## config.mk

```make
export PLATFORM = sky130hd
export DESIGN_NAME = gpt_timer
export DESIGN_NICKNAME = d
export VERILOG_FILES = /design/src/rtl/gpt_pkg.sv /design/src/rtl/gpt_regs.sv /design/src/rtl/gpt_core.sv /design/src/rtl/gpt_irq.sv /design/src/rtl/gpt_timer.sv
export SDC_FILE = /design/constraint.sdc
export NUM_CORES = 1
export LEC_CHECK = 0
export ABC_AREA = 1
export BUFFER_PORTS_ARGS = -buffer_cell sky130_fd_sc_hd__buf_2
export CAP_MARGIN = 15
export CELL_PAD_IN_SITES_DETAIL_PLACEMENT = 1
export CELL_PAD_IN_SITES_GLOBAL_PLACEMENT = 2
export CORE_ASPECT_RATIO = 1.75
export CORE_UTILIZATION = 34
export DETAILED_ROUTE_END_ITERATION = 8
export GPL_TIMING_DRIVEN = 0
export PLACE_DENSITY = 0.86
export SLEW_MARGIN = 40
export SYNTH_ARGS = -nofsm -noshare
export SYNTH_HDL_FRONTEND = slang
export SYNTH_SLANG_ARGS = --single-unit
export TNS_END_PERCENT = 1
```

## constraint.sdc

```tcl
create_clock -name clk -period 6 [get_ports clk]
set_input_delay 0.9 -clock clk [delete_from_list [all_inputs] [get_ports clk]]
set_output_delay 0.9 -clock clk [all_outputs]
set_load 0.05 [all_outputs]
```

## src/rtl/gpt_pkg.sv

```systemverilog
package gpt_pkg;
  localparam int REG_ADDR_W = 6;

  localparam logic [REG_ADDR_W-1:0] OFS_CFG   = 6'h00;
  localparam logic [REG_ADDR_W-1:0] OFS_MODE  = 6'h04;
  localparam logic [REG_ADDR_W-1:0] OFS_CTRL  = 6'h08;
  localparam logic [REG_ADDR_W-1:0] OFS_LOAD  = 6'h0C;
  localparam logic [REG_ADDR_W-1:0] OFS_MATCH = 6'h10;
  localparam logic [REG_ADDR_W-1:0] OFS_MASK  = 6'h14;
  localparam logic [REG_ADDR_W-1:0] OFS_RAW   = 6'h18;
  localparam logic [REG_ADDR_W-1:0] OFS_MSTAT = 6'h1C;
  localparam logic [REG_ADDR_W-1:0] OFS_CLR   = 6'h20;

  localparam logic [2:0] CFG_COUNTDOWN = 3'd0;
  localparam logic [2:0] CFG_RTC       = 3'd1;
  localparam logic [2:0] CFG_SPLIT_MIN = 3'd4;

  localparam int CTRL_RUN_BIT  = 0;
  localparam int CTRL_TRIG_BIT = 5;
  localparam int MODE_ONESHOT_BIT = 0;

  localparam int RAW_W           = 7;
  localparam int RAW_TIMEOUT_BIT = 0;
  localparam int RAW_MATCH_BIT   = 2;
  localparam logic [RAW_W-1:0] MASK_KEEP = 7'h77;
endpackage

```

## src/rtl/gpt_regs.sv

```systemverilog
module gpt_regs
  import gpt_pkg::*;
#(
  parameter int HALF_W = 16
) (
  input  logic                   clk,
  input  logic                   rst_n,
  input  logic [REG_ADDR_W-1:0]  addr,
  input  logic                   we,
  input  logic [2*HALF_W-1:0]    wdata,
  output logic [2*HALF_W-1:0]    rdata,
  input  logic [RAW_W-1:0]       raw,
  input  logic [RAW_W-1:0]       masked,
  output logic [2:0]             cfg,
  output logic                   oneshot,
  output logic                   trig_en,
  output logic                   run_rise,
  output logic                   run_fall,
  output logic [2*HALF_W-1:0]    load_val,
  output logic [2*HALF_W-1:0]    match_val,
  output logic [RAW_W-1:0]       mask,
  output logic [RAW_W-1:0]       clr_bits
);
  localparam int DW = 2 * HALF_W;

  logic [2:0]        cfg_q;
  logic              oneshot_q;
  logic              run_q;
  logic              trig_q;
  logic [HALF_W-1:0] load_lo, load_hi, match_lo, match_hi;
  logic [RAW_W-1:0]  mask_q;

  function automatic logic [DW-1:0] join_halves(input logic [HALF_W-1:0] lo,
                                                 input logic [HALF_W-1:0] hi);
    return {hi, lo};
  endfunction

  function automatic logic [DW-1:0] read_pair(input logic [HALF_W-1:0] lo,
                                               input logic [HALF_W-1:0] hi,
                                               input logic [2:0] c);
    return (c < CFG_SPLIT_MIN) ? {hi, lo} : {{HALF_W{1'b0}}, lo};
  endfunction

  function automatic logic [DW-1:0] widen_raw(input logic [RAW_W-1:0] v);
    return {{(DW-RAW_W){1'b0}}, v};
  endfunction

  logic hit_cfg, hit_mode, hit_ctrl, hit_load, hit_match, hit_mask, hit_clr;
  logic wide_cfg;

  assign hit_cfg   = we && (addr == OFS_CFG);
  assign hit_mode  = we && (addr == OFS_MODE);
  assign hit_ctrl  = we && (addr == OFS_CTRL);
  assign hit_load  = we && (addr == OFS_LOAD);
  assign hit_match = we && (addr == OFS_MATCH);
  assign hit_mask  = we && (addr == OFS_MASK);
  assign hit_clr   = we && (addr == OFS_CLR);
  assign wide_cfg  = (cfg_q < CFG_SPLIT_MIN);

  assign run_rise = hit_ctrl && wdata[CTRL_RUN_BIT] && !run_q;
  assign run_fall = hit_ctrl && !wdata[CTRL_RUN_BIT] && run_q;
  assign clr_bits = hit_clr ? wdata[RAW_W-1:0] : '0;

  always_ff @(posedge clk) begin
    if (!rst_n) begin
      cfg_q     <= '0;
      oneshot_q <= 1'b0;
      run_q     <= 1'b0;
      trig_q    <= 1'b0;
      load_lo   <= '0;
      load_hi   <= '0;
      match_lo  <= '0;
      match_hi  <= '0;
      mask_q    <= '0;
    end else begin
      if (hit_cfg)  cfg_q     <= wdata[2:0];
      if (hit_mode) oneshot_q <= wdata[MODE_ONESHOT_BIT];
      if (hit_ctrl) begin
        run_q  <= wdata[CTRL_RUN_BIT];
        trig_q <= wdata[CTRL_TRIG_BIT];
      end
      if (hit_load) begin
        load_lo <= wdata[HALF_W-1:0];
        if (wide_cfg) load_hi <= wdata[DW-1:HALF_W];
      end
      if (hit_match) begin
        match_lo <= wdata[HALF_W-1:0];
        if (wide_cfg) match_hi <= wdata[DW-1:HALF_W];
      end
      if (hit_mask) mask_q <= wdata[RAW_W-1:0] & MASK_KEEP;
    end
  end

  logic [DW-1:0] ctrl_rd;
  always_comb begin
    ctrl_rd = '0;
    ctrl_rd[CTRL_RUN_BIT]  = run_q;
    ctrl_rd[CTRL_TRIG_BIT] = trig_q;
  end

  always_comb begin
    case (addr)
      OFS_CFG:   rdata = {{(DW-3){1'b0}}, cfg_q};
      OFS_MODE:  rdata = {{(DW-1){1'b0}}, oneshot_q};
      OFS_CTRL:  rdata = ctrl_rd;
      OFS_LOAD:  rdata = read_pair(load_lo, load_hi, cfg_q);
      OFS_MATCH: rdata = read_pair(match_lo, match_hi, cfg_q);
      OFS_MASK:  rdata = widen_raw(mask_q);
      OFS_RAW:   rdata = widen_raw(raw);
      OFS_MSTAT: rdata = widen_raw(masked);
      default:   rdata = '0;
    endcase
  end

  assign cfg       = cfg_q;
  assign oneshot   = oneshot_q;
  assign trig_en   = trig_q;
  assign load_val  = join_halves(load_lo, load_hi);
  assign match_val = join_halves(match_lo, match_hi);
  assign mask      = mask_q;
endmodule

```

## src/rtl/gpt_core.sv

```systemverilog
module gpt_core
  import gpt_pkg::*;
#(
  parameter int HALF_W = 16
) (
  input  logic                clk,
  input  logic                rst_n,
  input  logic [2:0]          cfg,
  input  logic                oneshot,
  input  logic                trig_en,
  input  logic                run_rise,
  input  logic                run_fall,
  input  logic                tick_en,
  input  logic [2*HALF_W-1:0] load_val,
  input  logic [2*HALF_W-1:0] match_val,
  output logic                timeout_evt,
  output logic                match_evt,
  output logic                trig,
  output logic                active,
  output logic [2*HALF_W-1:0] cnt
);
  localparam int CW = 2 * HALF_W;

  function automatic logic [CW-1:0] rtc_next(input logic [CW-1:0] c);
    return c + 1'b1;
  endfunction

  function automatic logic [CW-1:0] down_next(input logic [CW-1:0] c);
    return c - 1'b1;
  endfunction

  logic is_cd, is_rtc, quiet_write;
  assign is_cd       = (cfg == CFG_COUNTDOWN);
  assign is_rtc      = (cfg == CFG_RTC);
  assign quiet_write = !run_rise && !run_fall;

  assign timeout_evt = active && is_cd && (cnt == '0) && quiet_write;
  assign match_evt   = active && is_rtc && tick_en && quiet_write &&
                       (rtc_next(cnt) == match_val);

  always_ff @(posedge clk) begin
    if (!rst_n) begin
      active <= 1'b0;
      cnt    <= '0;
      trig   <= 1'b0;
    end else begin
      trig <= timeout_evt && trig_en;
      if (run_rise) begin
        active <= 1'b1;
        cnt    <= is_rtc ? '0 : load_val;
      end else if (run_fall) begin
        active <= 1'b0;
      end else if (active) begin
        if (is_cd) begin
          if (cnt == '0) begin
            if (oneshot) active <= 1'b0;
            else         cnt    <= load_val;
          end else begin
            cnt <= down_next(cnt);
          end
        end else if (is_rtc && tick_en) begin
          cnt <= rtc_next(cnt);
        end
      end
    end
  end
endmodule

```

## src/rtl/gpt_irq.sv

```systemverilog
module gpt_irq
  import gpt_pkg::*;
(
  input  logic             clk,
  input  logic             rst_n,
  input  logic             timeout_evt,
  input  logic             match_evt,
  input  logic [RAW_W-1:0] clr_bits,
  input  logic [RAW_W-1:0] mask,
  output logic [RAW_W-1:0] raw,
  output logic [RAW_W-1:0] masked,
  output logic             irq
);
  function automatic logic [RAW_W-1:0] apply_mask(input logic [RAW_W-1:0] r,
                                                   input logic [RAW_W-1:0] m);
    return r & m;
  endfunction

  logic [RAW_W-1:0] set_vec;

  for (genvar i = 0; i < RAW_W; i++) begin : g_src
    if (i == RAW_TIMEOUT_BIT) begin : g_to
      assign set_vec[i] = timeout_evt;
    end else if (i == RAW_MATCH_BIT) begin : g_mt
      assign set_vec[i] = match_evt;
    end else begin : g_none
      assign set_vec[i] = 1'b0;
    end
  end

  always_ff @(posedge clk) begin
    if (!rst_n) raw <= '0;
    else        raw <= (raw & ~clr_bits) | set_vec;
  end

  assign masked = apply_mask(raw, mask);
  assign irq    = |masked;
endmodule

```

## src/rtl/gpt_timer.sv

```systemverilog
module gpt_timer
  import gpt_pkg::*;
#(
  parameter int HALF_W = 16
) (
  input  logic                  clk,
  input  logic                  rst_n,
  input  logic [REG_ADDR_W-1:0] bus_addr,
  input  logic                  bus_we,
  input  logic [2*HALF_W-1:0]   bus_wdata,
  output logic [2*HALF_W-1:0]   bus_rdata,
  input  logic                  tick_en,
  output logic                  irq,
  output logic                  trig
);
  localparam int DW = 2 * HALF_W;

  logic [2:0]       cfg;
  logic             oneshot, trig_en, run_rise, run_fall;
  logic [DW-1:0]    load_val, match_val, cnt;
  logic [RAW_W-1:0] mask, clr_bits, raw, masked;
  logic             timeout_evt, match_evt, active;

  gpt_regs #(.HALF_W(HALF_W)) u_regs (
    .clk(clk), .rst_n(rst_n), .addr(bus_addr), .we(bus_we),
    .wdata(bus_wdata), .rdata(bus_rdata), .raw(raw), .masked(masked),
    .cfg(cfg), .oneshot(oneshot), .trig_en(trig_en),
    .run_rise(run_rise), .run_fall(run_fall),
    .load_val(load_val), .match_val(match_val),
    .mask(mask), .clr_bits(clr_bits)
  );

  gpt_core #(.HALF_W(HALF_W)) u_core (
    .clk(clk), .rst_n(rst_n), .cfg(cfg), .oneshot(oneshot),
    .trig_en(trig_en), .run_rise(run_rise), .run_fall(run_fall),
    .tick_en(tick_en), .load_val(load_val), .match_val(match_val),
    .timeout_evt(timeout_evt), .match_evt(match_evt), .trig(trig),
    .active(active), .cnt(cnt)
  );

  gpt_irq u_irq (
    .clk(clk), .rst_n(rst_n), .timeout_evt(timeout_evt),
    .match_evt(match_evt), .clr_bits(clr_bits), .mask(mask),
    .raw(raw), .masked(masked), .irq(irq)
  );
endmodule

```

* Word-level counts from Yosys, hierarchy flattened
Index checks and enable logic that the tools add are counted. W data, S select, Z words.
Operators by class: add/subtract/negate cells 2, magnitude comparators 1, eq/ne operators 12, muxes and demuxes 18, bitwise operators 4, reductions and logical operators 34
Operators with widths (number):
- $mux W32 | 10
- $pmux W32 S8 | 1
- $add A32 B1 Y32 const B | 1
- $eq A32 B32 Y1 | 1
- $logic_not A32 Y1 | 1
- $sub A32 B1 Y32 const B | 1
- $eq A6 B5 Y1 const B | 4
- $logic_and A1 B1 Y1 | 21
- $and A7 B7 Y7 | 2
- $eq A6 B4 Y1 const B | 2
- $mux W7 | 1
- $not A7 Y7 | 1
- $or A7 B3 Y7 | 1
- $reduce_or A7 Y1 | 1
- $eq A6 B3 Y1 const B | 1
- $eq A6 B6 Y1 const B | 1
- $logic_not A6 Y1 | 1
- $mux W1 | 6
- $logic_not A1 Y1 | 4
- $ne A4 B3 Y1 const B | 1
- $reduce_and A2 Y1 | 2
- $reduce_and A4 Y1 | 1
- $eq A3 B1 Y1 const B | 1
- $logic_not A3 Y1 | 1
- other kinds (4) | 4
Word-level totals: register bits after elaboration 117

* Longest topological paths before layout
depth after elaboration 9, gate-level depth with buffers 17

* Modules after synthesis
From an unflattened synthesis, not the netlist that was laid out.
Unflattened totals: cells, all modules 1584, area total of the unflattened synthesis 9063.7 um^2
By module, submodules not included:
- gpt_core | instances 1, cells an instance 922, area each 4815.9 um^2, sequential area each 680.7 um^2
- gpt_regs | instances 1, cells an instance 618, area each 3966.3 um^2, sequential area each 1521.5 um^2
- gpt_irq | instances 1, cells an instance 44, area each 281.5 um^2, sequential area each 140.1 um^2

* Worst setup path after synthesis
No wires, ideal clock.
path kind input port to output port, start in bus_addr[0], end out bus_rdata[12], arrival time 2.744 ns, required time 5.100 ns, setup slack 2.356 ns, stages on the path 8, path through inv_1 nand2_1 nor3_1 inv_1 nor2_2 inv_2 clkbuf_1 o21ai_0
Between the ends: longest elaborated chain between the ends 2, elaborated cells between the ends (all ways) 9, classes of those cells eq/ne (7); mux (1); reduce/logical (1)
Ends and longest elaborated chain:
- from (decl) | line gpt_timer.sv:8 | input logic [REG_ADDR_W-1:0] bus_addr,
- $eq A6 B5 Y1, or another cell as far along | line gpt_regs.sv:102 | case (addr)
- $pmux W32 S8 (*) | line gpt_regs.sv:102
- to (decl) | line gpt_timer.sv:11 | output logic [2*HALF_W-1:0] bus_rdata,
Mark *: on every way between the ends. The rest lies on a longest branch, timed or not.

* Final worst setup path
start in bus_addr[5], end out bus_rdata[29]
The elaborated chain is that of the path after synthesis.

==> key figures <==
Worst setup path
  • WP data required: 5.10 ns
  • R2R setup slack: 2.82 ns
  • Critical path endpoint: bus_rdata[29]
  • Delay-heaviest family, CP: buffers and inverters
  • CP max FO: 10
  • CP Cell Sequence: buf_2 > nor2_1 > nand2_1 > clkinv_1 > clkbuf_1 > a22oi_1 > nor2_1 > buf_2
  • RR Startpoint: u_core.cnt[0]
  • CP Capture Type: primary output
  • Critical path depth: 8
  • Slowest CP cell: clkbuf_1
  • Worst Path Buf+Inv: 4
  • Setup CP Type: input pin to primary output
  • Worst Setup SP: bus_addr[5]
  • CP peak stage delay: 0.74 ns
  • Critical Path Source Type: input pin
  • Worst reg2reg path depth: 15
  • Data arrival, critical path: 3.59 ns
  • Worst R2R End: u_irq.raw[2]

Floorplan
  • IO Count: 76
  • Core Region: 23520 um2
  • Die height: 207.6 um
  • Initial Utilization: 0.3491
  • DIE AREA: 24800 um2
  • Rows: 74
  • Die X: 119.5 um

Clock network
  • Inserted Clock Buffers: 17
  • Post_cts resized: 0
  • CTS H-tree depth: 4
  • Post-CTS Setup Bufs: 0
  • Root Buffer: clkbuf_16
  • CTS Hold Bufs: 0
  • CTS Sinks: 117
  • CTS clock-pin slew for the worst setup and hold paths: 0.06 ns
  • Worst skew pair latency: 0.45 ns
  • CTS tree: done
  • Longest Clk Path Bufs: 2

Timing
  • Final setup viols: 0
  • Fmax: 0.2226 GHz
  • Fin crit share: 0.7487
  • Slew headroom: 0.3667
  • Setup TNS: 0 ns
  • RSZ-0062 raised after global routing: false
  • Final min period: 4.492 ns
  • Fin. max-slew vios: 0
  • Worst Tran Pin Value: 0.9499 ns
  • Setup ws final: 1.508 ns
  • Fin Hold WS: 0.4325 ns
  • Clk_skew: 0.009174 ns
  • Hold Vio Cnt, Final: 0

Power
  • Leakage Power: 4.166 nW
  • Max IR drop VDD: 0.1996 mV
  • PwrDens: 218.9 nW/um2

Logic synthesis
  • Synthesis Warnings: 0
  • Syn Inst Count: 1380
  • Sequential area share after synthesis: 0.2853
  • FFs w/ async S/R, synth: 0
  • Most used DFF post-synth: dfxtp_1
  • Syn Nets: 1425
  • Yosys cell types: 47
  • Number of flops mapped to enable cells by yosys: 0
  • #FFs+latches synth: 117
  • Mapped Area: 8210 um2
  • Synthesized area per cell: 5.950 um2

GRT
  • Vias in the first global route: 10320
  • GRT Total Usage: 0.3578
  • First-pass GRT wire length: 64.09 mm
  • Initial antenna violation count: 1
  • Largest net degree at the start of global routing: 17
  • Total grt overflow: 0

Detailed routing
  • DRT iter0 DRCs: 621
  • Vias: 10050
  • DR vias/cell: 5.616
  • Drt pass-1 iters: 5
  • # DRC: 0
  • Routed wire length per instance: 24.26 um
  • Antenna Nets Post-Route: 0
  • Final wirelength: 43.41 mm

Placement
  • GPL Wtd Cong: 1.006
  • Pre-CTS setup slack: 1.575 ns
  • IO Port Bufs: 75
  • DP Wirelength: 34.65 mm

Cells and area
  • Share of layout cells above drive strength 1: 0.1118
  • Diode count: 0
  • Layout area overhead: 15.71%
  • Final #Nets: 1519

Worst hold path
  • Type of the tightest min-delay check: register to register

Status
  • Status: complete, no violations

Job
  • Max-cap violations: 0
[kinds of logic (layout without fill, tap and decap cells)]
logic type / after synthesis / count (layout) / synth area share
compound gates: 322 / 322 / 0.2162
xor+xnor: 25 / 25 / 0.02834
fa+ha+maj: 3 / 3 / 0.004572
buf+inv: 205 / 310 / 0.09844
flops: 117 / 117 / 0.2853
simple gates: 708 / 708 / 0.3671
[worst min-delay path by stage]
| stage | end | start | slack, ns | depth (start not counted) |
|---|---|---|---|---|
| 2_1_floorplan | u_irq.raw[3] | u_irq.raw[3] | 0.41 | 2 |
| 3_3_place_gp | u_irq.raw[3] | u_irq.raw[3] | 0.42 | 2 |
| 3_5_place_dp | u_irq.raw[3] | u_irq.raw[3] | 0.42 | 2 |
| 4_1_cts | u_irq.raw[3] | u_irq.raw[3] | 0.43 | 2 |
| 5_1_grt | u_irq.raw[3] | u_irq.raw[3] | 0.45 | 2 |
| 6_report | u_irq.raw[3] | u_irq.raw[3] | 0.43 | 2 |
[flip-flops by register name, summed over array words and instances, names as in the netlist, 3 cells and up]
| register | count |
|---|---|
| u_regs.load_lo | 16 |
| u_core.cnt | 32 |
| u_regs.match_lo | 16 |
| u_regs.cfg | 3 |
| u_regs.load_hi | 16 |
| u_irq.raw | 7 |
| u_regs.mask | 6 |
| u_regs.match_hi | 16 |
[routing by layer]
metal  wire, um  global-route usage  vias to the layer above
met4       3156              0.2513                        2
li1           -                   -                     4727
met5         12                   0                        -
met3       2023             0.06126                      137
met1      15810              0.3650                     4854
met2      22400              0.6490                      327
[cell type report]
cell class                      instances  area (um2)
Clock buffer                           21       450.4
Inverter                              144       540.5
Timing Repair Buffer                   75       375.4
Multi-Input combinational cell       1058        5060
Sequential cell                       117        2342
Buffer                                 61       269.0
Clock inverter                          9       82.58
Fill cell                            3272       14020
Tap cell                              304       380.4
[power by group]
group	leakage [nW]	switching [W]	internal, W
Sequential	0.943	0.00000672	0.000783
Combinational	2.96	0.000217	0.0000875
Clock	0.259	0.000413	0.000572
[cells in the mapped netlist (3+ instances only)]
library cell / number / area share
o211ai_1: 5 / 0.0046
nand2_1: 370 / 0.17
nand2_2: 6 / 0.0046
a221oi_1: 6 / 0.0064
nand4_1: 14 / 0.011
clkinv_1: 3 / 0.0014
nor3_1: 16 / 0.0098
a21oi_1: 134 / 0.082
a31oi_1: 3 / 0.0023
dfxtp_1: 117 / 0.29
a22oi_1: 22 / 0.020
o22ai_1: 8 / 0.0061
nor2_4: 8 / 0.011
inv_1: 134 / 0.061
o21a_1: 6 / 0.0055
clkbuf_1: 37 / 0.017
xor2_1: 23 / 0.025
o21ai_0: 117 / 0.071
nand3_1: 93 / 0.057
ha_1: 3 / 0.0046
nor2_1: 172 / 0.079
a211oi_1: 5 / 0.0046
nor2_2: 14 / 0.011
buf_2: 17 / 0.010
nand3b_1: 5 / 0.0046
o2111ai_1: 3 / 0.0032
o21ai_1: 6 / 0.0037
inv_2: 7 / 0.0032
[cell usage in the layout, fill, tap and decap left out, types with 3 or more instances in the layout]
| master | n |
|---|---|
| nand2_1 | 370 |
| nor2_1 | 172 |
| inv_1 | 134 |
| a21oi_1 | 134 |
| o21ai_0 | 117 |
| dfxtp_1 | 117 |
| nand3_1 | 93 |
| buf_2 | 92 |
| clkbuf_1 | 39 |
| xor2_1 | 23 |
| a22oi_1 | 22 |
| clkbuf_16 | 17 |
| nor3_1 | 16 |
| nor2_2 | 14 |
| nand4_1 | 14 |
| o22ai_1 | 8 |
| nor2_4 | 8 |
| inv_2 | 7 |
| o21ai_1 | 6 |
| a221oi_1 | 6 |
| nand2_2 | 6 |
| o21a_1 | 6 |
| nand3b_1 | 5 |
| a211oi_1 | 5 |
| o211ai_1 | 5 |
| clkinv_2 | 4 |
| clkinv_1 | 3 |
| o2111ai_1 | 3 |
| clkbuf_2 | 3 |
| a31oi_1 | 3 |
| ha_1 | 3 |
[per-stage QoR]
stage                 util  area (um2)  total power, W  std cells
floorplan                -        8210       0.0009815       1380
global placement    0.3813        8966        0.001100       1759
detailed placement  0.3813        8966        0.001103       1759
CTS                 0.4039        9499        0.002079       1789
global route        0.4040        9500        0.002138       1789
finish              0.4040        9500        0.002079       1789
[worst reg2reg max path, delay by kind of cell (launching register included)]
family | cells | cell delay (ns)
flops | 1 | 0.54
fa+ha+maj | 1 | 0.36
simple gates | 14 | 2.24
Note: power is estimated with default switching activity, not from simulation.
